--- src/rtl/kcs_tm_pkg.sv ---
package kcs_tm_pkg;
  localparam int unsigned TAG_W = 8;
  localparam int unsigned BYTE_W = 8;
  // completion code placed in byte 2 of an oversize reply
  localparam logic [BYTE_W-1:0] CC_TOO_LONG = 8'hCA;
  // length reported for an oversize reply
  localparam int unsigned TRUNC_LEN = 3;
endpackage

--- src/rtl/kcs_tag_ctr.sv ---
module kcs_tag_ctr
  import kcs_tm_pkg::*;
(
  input  logic             clk,
  input  logic             rst,
  input  logic             bump_i,
  output logic [TAG_W-1:0] tag_o
);
  logic [TAG_W-1:0] tag_q;

  always_ff @(posedge clk) begin
    if (rst) begin
      tag_q <= '0;
    end else if (bump_i) begin
      tag_q <= tag_q + 1'b1;
    end
  end

  assign tag_o = tag_q;
endmodule

--- src/rtl/kcs_rsp_capture.sv ---
module kcs_rsp_capture
  import kcs_tm_pkg::*;
#(
  parameter int unsigned DEPTH = 16,
  parameter int unsigned LEN_W = 8,
  localparam int unsigned AW = (DEPTH > 1) ? $clog2(DEPTH) : 1
) (
  input  logic              clk,
  input  logic              rst,
  input  logic [TAG_W-1:0]  exp_tag_i,
  input  logic              abort_i,
  input  logic              rsp_valid_i,
  input  logic [TAG_W-1:0]  rsp_tag_i,
  input  logic [LEN_W-1:0]  rsp_len_i,
  input  logic [BYTE_W-1:0] rsp_data_i,
  input  logic              rsp_last_i,
  output logic              accept_o,
  output logic              buf_we_o,
  output logic [AW-1:0]     buf_addr_o,
  output logic [BYTE_W-1:0] buf_wdata_o,
  output logic [LEN_W-1:0]  rsp_len_o,
  output logic              rsp_done_o
);
  localparam logic [LEN_W-1:0] CAP_L   = LEN_W'(DEPTH);
  localparam logic [LEN_W-1:0] TRUNC_L = LEN_W'(TRUNC_LEN);
  localparam logic [LEN_W-1:0] CC_IDX  = LEN_W'(TRUNC_LEN - 1);

  logic              in_msg_q;
  logic              keep_q;
  logic [LEN_W-1:0]  idx_q;
  logic              fin_q;
  logic [LEN_W-1:0]  pend_len_q;
  logic              we_q;
  logic [AW-1:0]     addr_q;
  logic [BYTE_W-1:0] wdata_q;
  logic [LEN_W-1:0]  len_q;
  logic              done_q;

  logic              first_beat;
  logic              keep_now;
  logic [LEN_W-1:0]  beat_idx;
  logic              oversize;
  logic              wr_ok;
  logic [BYTE_W-1:0] wr_byte;
  logic              fin_now;

  always_comb begin
    first_beat = rsp_valid_i && !in_msg_q;
    keep_now   = (first_beat ? (rsp_tag_i == exp_tag_i) : keep_q) && !abort_i;
    beat_idx   = first_beat ? '0 : idx_q;
    oversize   = rsp_len_i > CAP_L;
    wr_ok      = keep_now && (oversize ? (beat_idx < TRUNC_L) : (beat_idx < CAP_L));
    wr_byte    = (oversize && (beat_idx == CC_IDX)) ? CC_TOO_LONG : rsp_data_i;
    fin_now    = rsp_valid_i && rsp_last_i && keep_now;
  end

  // message framing and accept decision
  always_ff @(posedge clk) begin
    if (rst) begin
      in_msg_q <= 1'b0;
      keep_q   <= 1'b0;
      idx_q    <= '0;
    end else if (rsp_valid_i) begin
      in_msg_q <= !rsp_last_i;
      keep_q   <= keep_now && !rsp_last_i;
      idx_q    <= beat_idx + 1'b1;
    end else if (abort_i) begin
      keep_q   <= 1'b0;
    end
  end

  // registered buffer write port
  always_ff @(posedge clk) begin
    if (rst) begin
      we_q    <= 1'b0;
      addr_q  <= '0;
      wdata_q <= '0;
    end else begin
      we_q    <= rsp_valid_i && wr_ok;
      addr_q  <= beat_idx[AW-1:0];
      wdata_q <= wr_byte;
    end
  end

  // completion: length staged with the last write, pulse one cycle later
  always_ff @(posedge clk) begin
    if (rst) begin
      fin_q      <= 1'b0;
      pend_len_q <= '0;
      len_q      <= '0;
      done_q     <= 1'b0;
    end else begin
      fin_q  <= fin_now;
      done_q <= fin_q;
      if (fin_now) begin
        pend_len_q <= oversize ? TRUNC_L : rsp_len_i;
      end
      if (fin_q) begin
        len_q <= pend_len_q;
      end
    end
  end

  assign accept_o    = fin_now;
  assign buf_we_o    = we_q;
  assign buf_addr_o  = addr_q;
  assign buf_wdata_o = wdata_q;
  assign rsp_len_o   = len_q;
  assign rsp_done_o  = done_q;
endmodule

--- src/rtl/kcs_rsp_tag_match.sv ---
module kcs_rsp_tag_match
  import kcs_tm_pkg::*;
#(
  parameter int unsigned DEPTH = 16,
  parameter int unsigned LEN_W = 8,
  localparam int unsigned AW = (DEPTH > 1) ? $clog2(DEPTH) : 1
) (
  input  logic              clk,
  input  logic              rst,
  input  logic              req_issue_i,
  input  logic              abort_i,
  output logic              req_valid_o,
  output logic [TAG_W-1:0]  req_tag_o,
  input  logic              rsp_valid_i,
  input  logic [TAG_W-1:0]  rsp_tag_i,
  input  logic [LEN_W-1:0]  rsp_len_i,
  input  logic [BYTE_W-1:0] rsp_data_i,
  input  logic              rsp_last_i,
  output logic              rsp_ready_o,
  output logic              buf_we_o,
  output logic [AW-1:0]     buf_addr_o,
  output logic [BYTE_W-1:0] buf_wdata_o,
  output logic [LEN_W-1:0]  rsp_len_o,
  output logic              rsp_done_o
);
  logic [TAG_W-1:0] exp_tag;
  logic             accept;
  logic             req_valid_q;
  logic [TAG_W-1:0] req_tag_q;
  logic             ready_q;

  kcs_tag_ctr u_tag (
    .clk    (clk),
    .rst    (rst),
    .bump_i (accept || abort_i),
    .tag_o  (exp_tag)
  );

  kcs_rsp_capture #(
    .DEPTH (DEPTH),
    .LEN_W (LEN_W)
  ) u_cap (
    .clk         (clk),
    .rst         (rst),
    .exp_tag_i   (exp_tag),
    .abort_i     (abort_i),
    .rsp_valid_i (rsp_valid_i),
    .rsp_tag_i   (rsp_tag_i),
    .rsp_len_i   (rsp_len_i),
    .rsp_data_i  (rsp_data_i),
    .rsp_last_i  (rsp_last_i),
    .accept_o    (accept),
    .buf_we_o    (buf_we_o),
    .buf_addr_o  (buf_addr_o),
    .buf_wdata_o (buf_wdata_o),
    .rsp_len_o   (rsp_len_o),
    .rsp_done_o  (rsp_done_o)
  );

  // request hand-off register
  always_ff @(posedge clk) begin
    if (rst) begin
      req_valid_q <= 1'b0;
      req_tag_q   <= '0;
      ready_q     <= 1'b0;
    end else begin
      req_valid_q <= req_issue_i;
      ready_q     <= 1'b1;
      if (req_issue_i) begin
        req_tag_q <= exp_tag;
      end
    end
  end

  assign req_valid_o = req_valid_q;
  assign req_tag_o   = req_tag_q;
  assign rsp_ready_o = ready_q;
endmodule

--- config.mk ---
export PLATFORM = sky130hd
export DESIGN_NAME = kcs_rsp_tag_match
export DESIGN_NICKNAME = d
export VERILOG_FILES = /design/src/rtl/kcs_tm_pkg.sv /design/src/rtl/kcs_tag_ctr.sv /design/src/rtl/kcs_rsp_capture.sv /design/src/rtl/kcs_rsp_tag_match.sv
export SDC_FILE = /design/constraint.sdc
export NUM_CORES = 1
export LEC_CHECK = 0
export ABC_AREA = 1
export BUFFER_PORTS_ARGS = -buffer_cell sky130_fd_sc_hd__buf_2
export CORE_MARGIN = 1
export CORE_UTILIZATION = 25
export CTS_BUF_LIST = sky130_fd_sc_hd__clkbuf_4
export CTS_CLUSTER_SIZE = 28
export DETAILED_ROUTE_END_ITERATION = 7
export PLACE_DENSITY = 0.55
export SLEW_MARGIN = 20
export SYNTH_ARGS = -nofsm -noshare
export SYNTH_HDL_FRONTEND = slang
export SYNTH_SLANG_ARGS = --single-unit
export TNS_END_PERCENT = 50
--- constraint.sdc ---
create_clock -name clk -period 1.81 [get_ports clk]
set_input_delay 0.181 -clock clk [delete_from_list [all_inputs] [get_ports clk]]
set_output_delay 0.181 -clock clk [all_outputs]
set_load 0.01 [all_outputs]
Word level (Yosys, flattened, before mapping)
Index checks and enable logic that the tools add are counted.

Flip-flop bits (word level): 59. Input bits: 30.

Mux-type cells: 8. Reduce and logical (&&, ||, !) cells: 14. Add/subtract/negate cells: 2. Equal/unequal tests: 2. $lt $le $gt $ge: 3.

Operator list (number): 2-to-1 mux 8 bit (3); adder 8 x 1 -> 8 bit, second input constant (2); == test 8 x 2 -> 1 bit, second input constant (1); == test 8 bit (1); greater-than comparator 8 x 5 -> 1 bit, second input constant (1); logical AND 1 bit (8); less-than comparator 8 x 2 -> 1 bit, second input constant (1); less-than comparator 8 x 5 -> 1 bit, second input constant (1); 2-to-1 mux 1 bit (5); logical NOT 1 bit (3); nonzero test 2 bit (1); OR reduction 2 bit (1); logical OR 1 bit (1).

Longest topological paths before layout
Word-level depth: 7. Gate-level depth with buffers: 13. Mapped depth without buffers: 13.

Modules after synthesis
From an unflattened synthesis, not the netlist that was laid out.

Cell total of the unflattened synthesis: 350. Area, all modules: 2532.4 sq um.

Modules (own cells, without submodules): kcs_rsp_capture (times used 1, cells each 246, area each 1775.5 sq um); kcs_rsp_tag_match (times used 1, cells each 56, area each 395.4 sq um); kcs_tag_ctr (times used 1, cells each 48, area each 361.6 sq um).

Least setup slack after synthesis
No wires, ideal clock.

Kind: reg-to-reg. Start: register u_cap.in_msg_q. End: register u_cap.idx_q[6]. Arrival time: 1.381 ns. Stages on the path, launching flop included: 11. Clock period less this slack: 1.500 ns. Setup slack: 0.310 ns. Data required time: 1.691 ns. Path buffers: 0. Path through: dfxtp_1 > inv_1 > nand2_4 > inv_1 > nor2_1 > ha_1 > nand3_1 > nor2_1 > nand3_1 > o21ai_0 > a21oi_1.

Cells in the longest elaborated chain, start to end: 4.

Ends and longest elaborated chain: start, declared (RTL line kcs_rsp_capture.sv:28) `logic in_msg_q;`; start signal, assigned (RTL line kcs_rsp_capture.sv:64) `in_msg_q <= !rsp_last_i;`; logical NOT 1 bit (RTL line kcs_rsp_capture.sv:48) `first_beat = rsp_valid_i && !in_msg_q;`; logical AND 1 bit (RTL line kcs_rsp_capture.sv:48); 2-to-1 mux 8 bit (RTL line kcs_rsp_capture.sv:50) `beat_idx = first_beat ? '0 : idx_q;`; net u_cap.beat_idx[0] (RTL line kcs_rsp_capture.sv:41) `logic [LEN_W-1:0] beat_idx;`; adder 8 x 1 -> 8 bit (RTL line kcs_rsp_capture.sv:66) `idx_q <= beat_idx + 1'b1;`; end signal, assigned (RTL line kcs_rsp_capture.sv:66); end, declared (RTL line kcs_rsp_capture.sv:30) `logic [LEN_W-1:0] idx_q;`.

The timed path passes the listed nets, and every way through them passes these cells. A chain may end at the register's enable or synchronous reset.

Worst setup path in the final report
Ends and elaborated chain as after synthesis.

==> flow_summary.json <==
{
  "fill_cell_total_of_the_finished_layout": 1048,
  "cts_made_buffers": 9,
  "syn_area_mm2": 0.00246,
  "finalCritPeriodShare": 0.887,
  "cp-end-kind": "flop",
  "cp-start-kind": "flop",
  "grt_antenna_before_repair": 0,
  "start_util": 0.262,
  "multi_input_area_mm2": 0.00102,
  "synth.top_cells.by_count": "sky130_fd_sc_hd__nor2_1 (61), sky130_fd_sc_hd__dfxtp_1 (59), sky130_fd_sc_hd__nand2_1 (53)",
  "routed_via_density": 4.09,
  "yosys_warnings": 0,
  "clock_skew_ps": 16.2,
  "timing.reg2reg.worst_path_depth": 10,
  "place.detailed.hpwl_um": 4040,
  "seq_area_mm2": 0.00118,
  "async_flop_share": 0,
  "yosysSeqAreaShare": 0.481,
  "area_growth_pct": 26.7,
  "final-max-slew-violation-count": 0,
  "route.final.wire_length_um": 5450,
  "post-place-ws_ps": 93.8,
  "max_freq_mhz": 623,
  "timing.final.setup_violations": 0,
  "post_route_cells_drive_above_1_share": 0.235,
  "cp_max_fo": 8,
  "dr_total_vias": 2181,
  "cts.path.max_buffers": 2,
  "final_antenna_net_count": 0,
  "starting_drc_count_in_detailed_routing": 54,
  "synth_edf_count": 0,
  "gr-total-overflow": 0,
  "clock_tree_from_tritoncts": "built",
  "post_dp_cell_area_mm2": 0.00289,
  "vdd_drop_max_mv": 0.255,
  "antenna_cells_inserted": 0,
  "hold_path_class": "in -> reg",
  "required_ps": 2120,
  "drc_errors": 0,
  "yosys.cell_types.count": 30,
  "place.gp.congestion": 0.742,
  "synth-main-ff-cell": "sky130_fd_sc_hd__dfxtp_1",
  "post_synthesis_net_count": 359,
  "grt_pass1_vias": 1991,
  "synthMostInstantiatedCell": "sky130_fd_sc_hd__nor2_1",
  "final-hold-violation-count": 0,
  "cts_sinks": 59,
  "syn_avg_cell_area_um2": 7.54,
  "clk_root_buffer_cell": "sky130_fd_sc_hd__clkbuf_4",
  "finalCriticalPeriod_ps": 1610,
  "p_per_area_mw_per_mm2": 856,
  "die_area_mm2": 0.0102,
  "grt_first_pass_wirelength_um": 8800,
  "ys_top_cells_by_area": "sky130_fd_sc_hd__dfxtp_1 (48%), sky130_fd_sc_hd__nor2_1 (9.3%), sky130_fd_sc_hd__nand2_1 (8.1%)",
  "stdcell_area_mm2": 0.00311,
  "worstSetupPathType": "reg -> reg",
  "floorplan.die.width_um": 101,
  "core-area_mm2": 0.00937,
  "routed_wire_length_per_instance_um": 10.2,
  "finalNetCount": 433,
  "die_height_um": 101,
  "synth_top_cell_area_share": 0.481,
  "clkTransAtPathRegs_ps": 100,
  "io_pins": 62,
  "synth.ff_latch_count": 59,
  "run_status": "finished, final reports clean",
  "setup_slack_ps": 204,
  "floorplan.rows": 35,
  "grt_usage": 0.113,
  "slew_headroom": 0.770,
  "cts-htree-levels": 3,
  "post-route-util": 0.332,
  "min_delay_path_depth": 3,
  "static-leakage-power_nw": 1.55,
  "timing_worst_slew_pin_value_ps": 345,
  "pin_count_of_the_biggest_net_entering_global_routing": 17,
  "port_buffers": 61,
  "yosysTopAreaCell": "sky130_fd_sc_hd__dfxtp_1",
  "max-cap-violations": 0,
  "timing.critical_path.arrival_ps": 1910,
  "worst_skew_pair.late_latency_ps": 410,
  "finalPower_mw": 2.67,
  "drt_first_pass_iters": 4,
  "netlist_instances": 326,
  "fin_hold_ws_ps": 18.2
}
-- per-layer routing --
layer	GRT usage	vias to the layer above	wire length [um]
met5	0	-	0
met4	0.0535	0	61
met3	0.0386	8	281
met2	0.185	46	2680
met1	0.132	965	2430
li1	-	1162	-
-- where the power goes --
| group | switching (mW) | leakage, nW | internal (mW) |
|---|---|---|---|
| registers | 0.0220 | 0.483 | 1.34 |
| clock network | 0.484 | 0.0808 | 0.544 |
| logic | 0.159 | 0.987 | 0.113 |
-- stage by stage --
step                      instances  setup TNS (ps)
after global placement          511               0
after global routing            533           -13.6
final                           533               0
after CTS                       533               0
after detailed placement        511               0
after floorplan                 326               0
-- kinds of logic after synthesis --
family | synth area share
AO/OA/AOI/OAI | 0.114
AND/OR/NAND/NOR | 0.254
flip-flops | 0.481
XOR/XNOR | 0.0285
buffers and inverters | 0.108
adder cells (fa/ha/maj) | 0.0153
-- layout by cell type (no fill, tap or decap), types with 2 or more instances in the layout --
cell	count
sky130_fd_sc_hd__inv_1	46
sky130_fd_sc_hd__o21ai_0	25
sky130_fd_sc_hd__buf_2	61
sky130_fd_sc_hd__clkinv_1	3
sky130_fd_sc_hd__dfxtp_1	59
sky130_fd_sc_hd__nor2_1	58
sky130_fd_sc_hd__nand3_1	13
sky130_fd_sc_hd__dlygate4sd3_1	7
sky130_fd_sc_hd__nor3_1	6
sky130_fd_sc_hd__nand2_4	2
sky130_fd_sc_hd__nand2_1	53
sky130_fd_sc_hd__a21oi_1	21
sky130_fd_sc_hd__nor2_2	6
sky130_fd_sc_hd__xor2_1	7
sky130_fd_sc_hd__bufinv_16	2
sky130_fd_sc_hd__ha_1	3
sky130_fd_sc_hd__buf_4	6
sky130_fd_sc_hd__clkbuf_4	9
sky130_fd_sc_hd__inv_2	2
sky130_fd_sc_hd__o21ai_1	2
-- flip-flops by register name (all words and copies together) (netlist names), 4 cells and up --
register and flops:
req_tag_o 8, u_tag.tag_o 8, u_cap.pend_len_q 8, u_cap.buf_addr_o 4, u_cap.rsp_len_o 8, u_cap.buf_wdata_o 8, u_cap.idx_q 8
-- timing repair --
action / CTS / global route
hold endpoints to repair: 7 / 0
setup buffers: 0 / 0
setup endpoints to repair: 0 / 1
hold buffers: 7 / 0
resized for setup: 0 / 4
-- final timing paths --
check	from	endpoint	slack, ps
worst max-delay path	u_cap.in_msg_q	u_cap.idx_q[6]	200
worst min-delay path	rsp_len_i[0]	u_cap.pend_len_q[0]	20
worst max register to register	u_cap.in_msg_q	u_cap.idx_q[6]	200
worst min register to register	u_cap.pend_len_q[5]	u_cap.pend_len_q[5]	460
-- layout make-up --
cell class | count | share of cell area
clock buffer | 9 | 0.0217
tap | 129 | 0.0518
inverter | 49 | 0.0591
multi-input combinational | 207 | 0.327
sequential | 59 | 0.379
timing repair buffer | 74 | 0.135
clock inverter | 6 | 0.0261
-- critical path: stages, from the launching register on --
cell	delay, ps
sky130_fd_sc_hd__dfxtp_1	320
sky130_fd_sc_hd__inv_1	60
sky130_fd_sc_hd__nand2_4	90
sky130_fd_sc_hd__inv_1	140
sky130_fd_sc_hd__nor2_2	150
sky130_fd_sc_hd__ha_1	200
sky130_fd_sc_hd__nand3_1	120
sky130_fd_sc_hd__nor2_2	140
sky130_fd_sc_hd__nand3_1	100
sky130_fd_sc_hd__o21ai_1	130
sky130_fd_sc_hd__a21oi_1	50
Note: power is estimated with default switching activity, not from simulation.
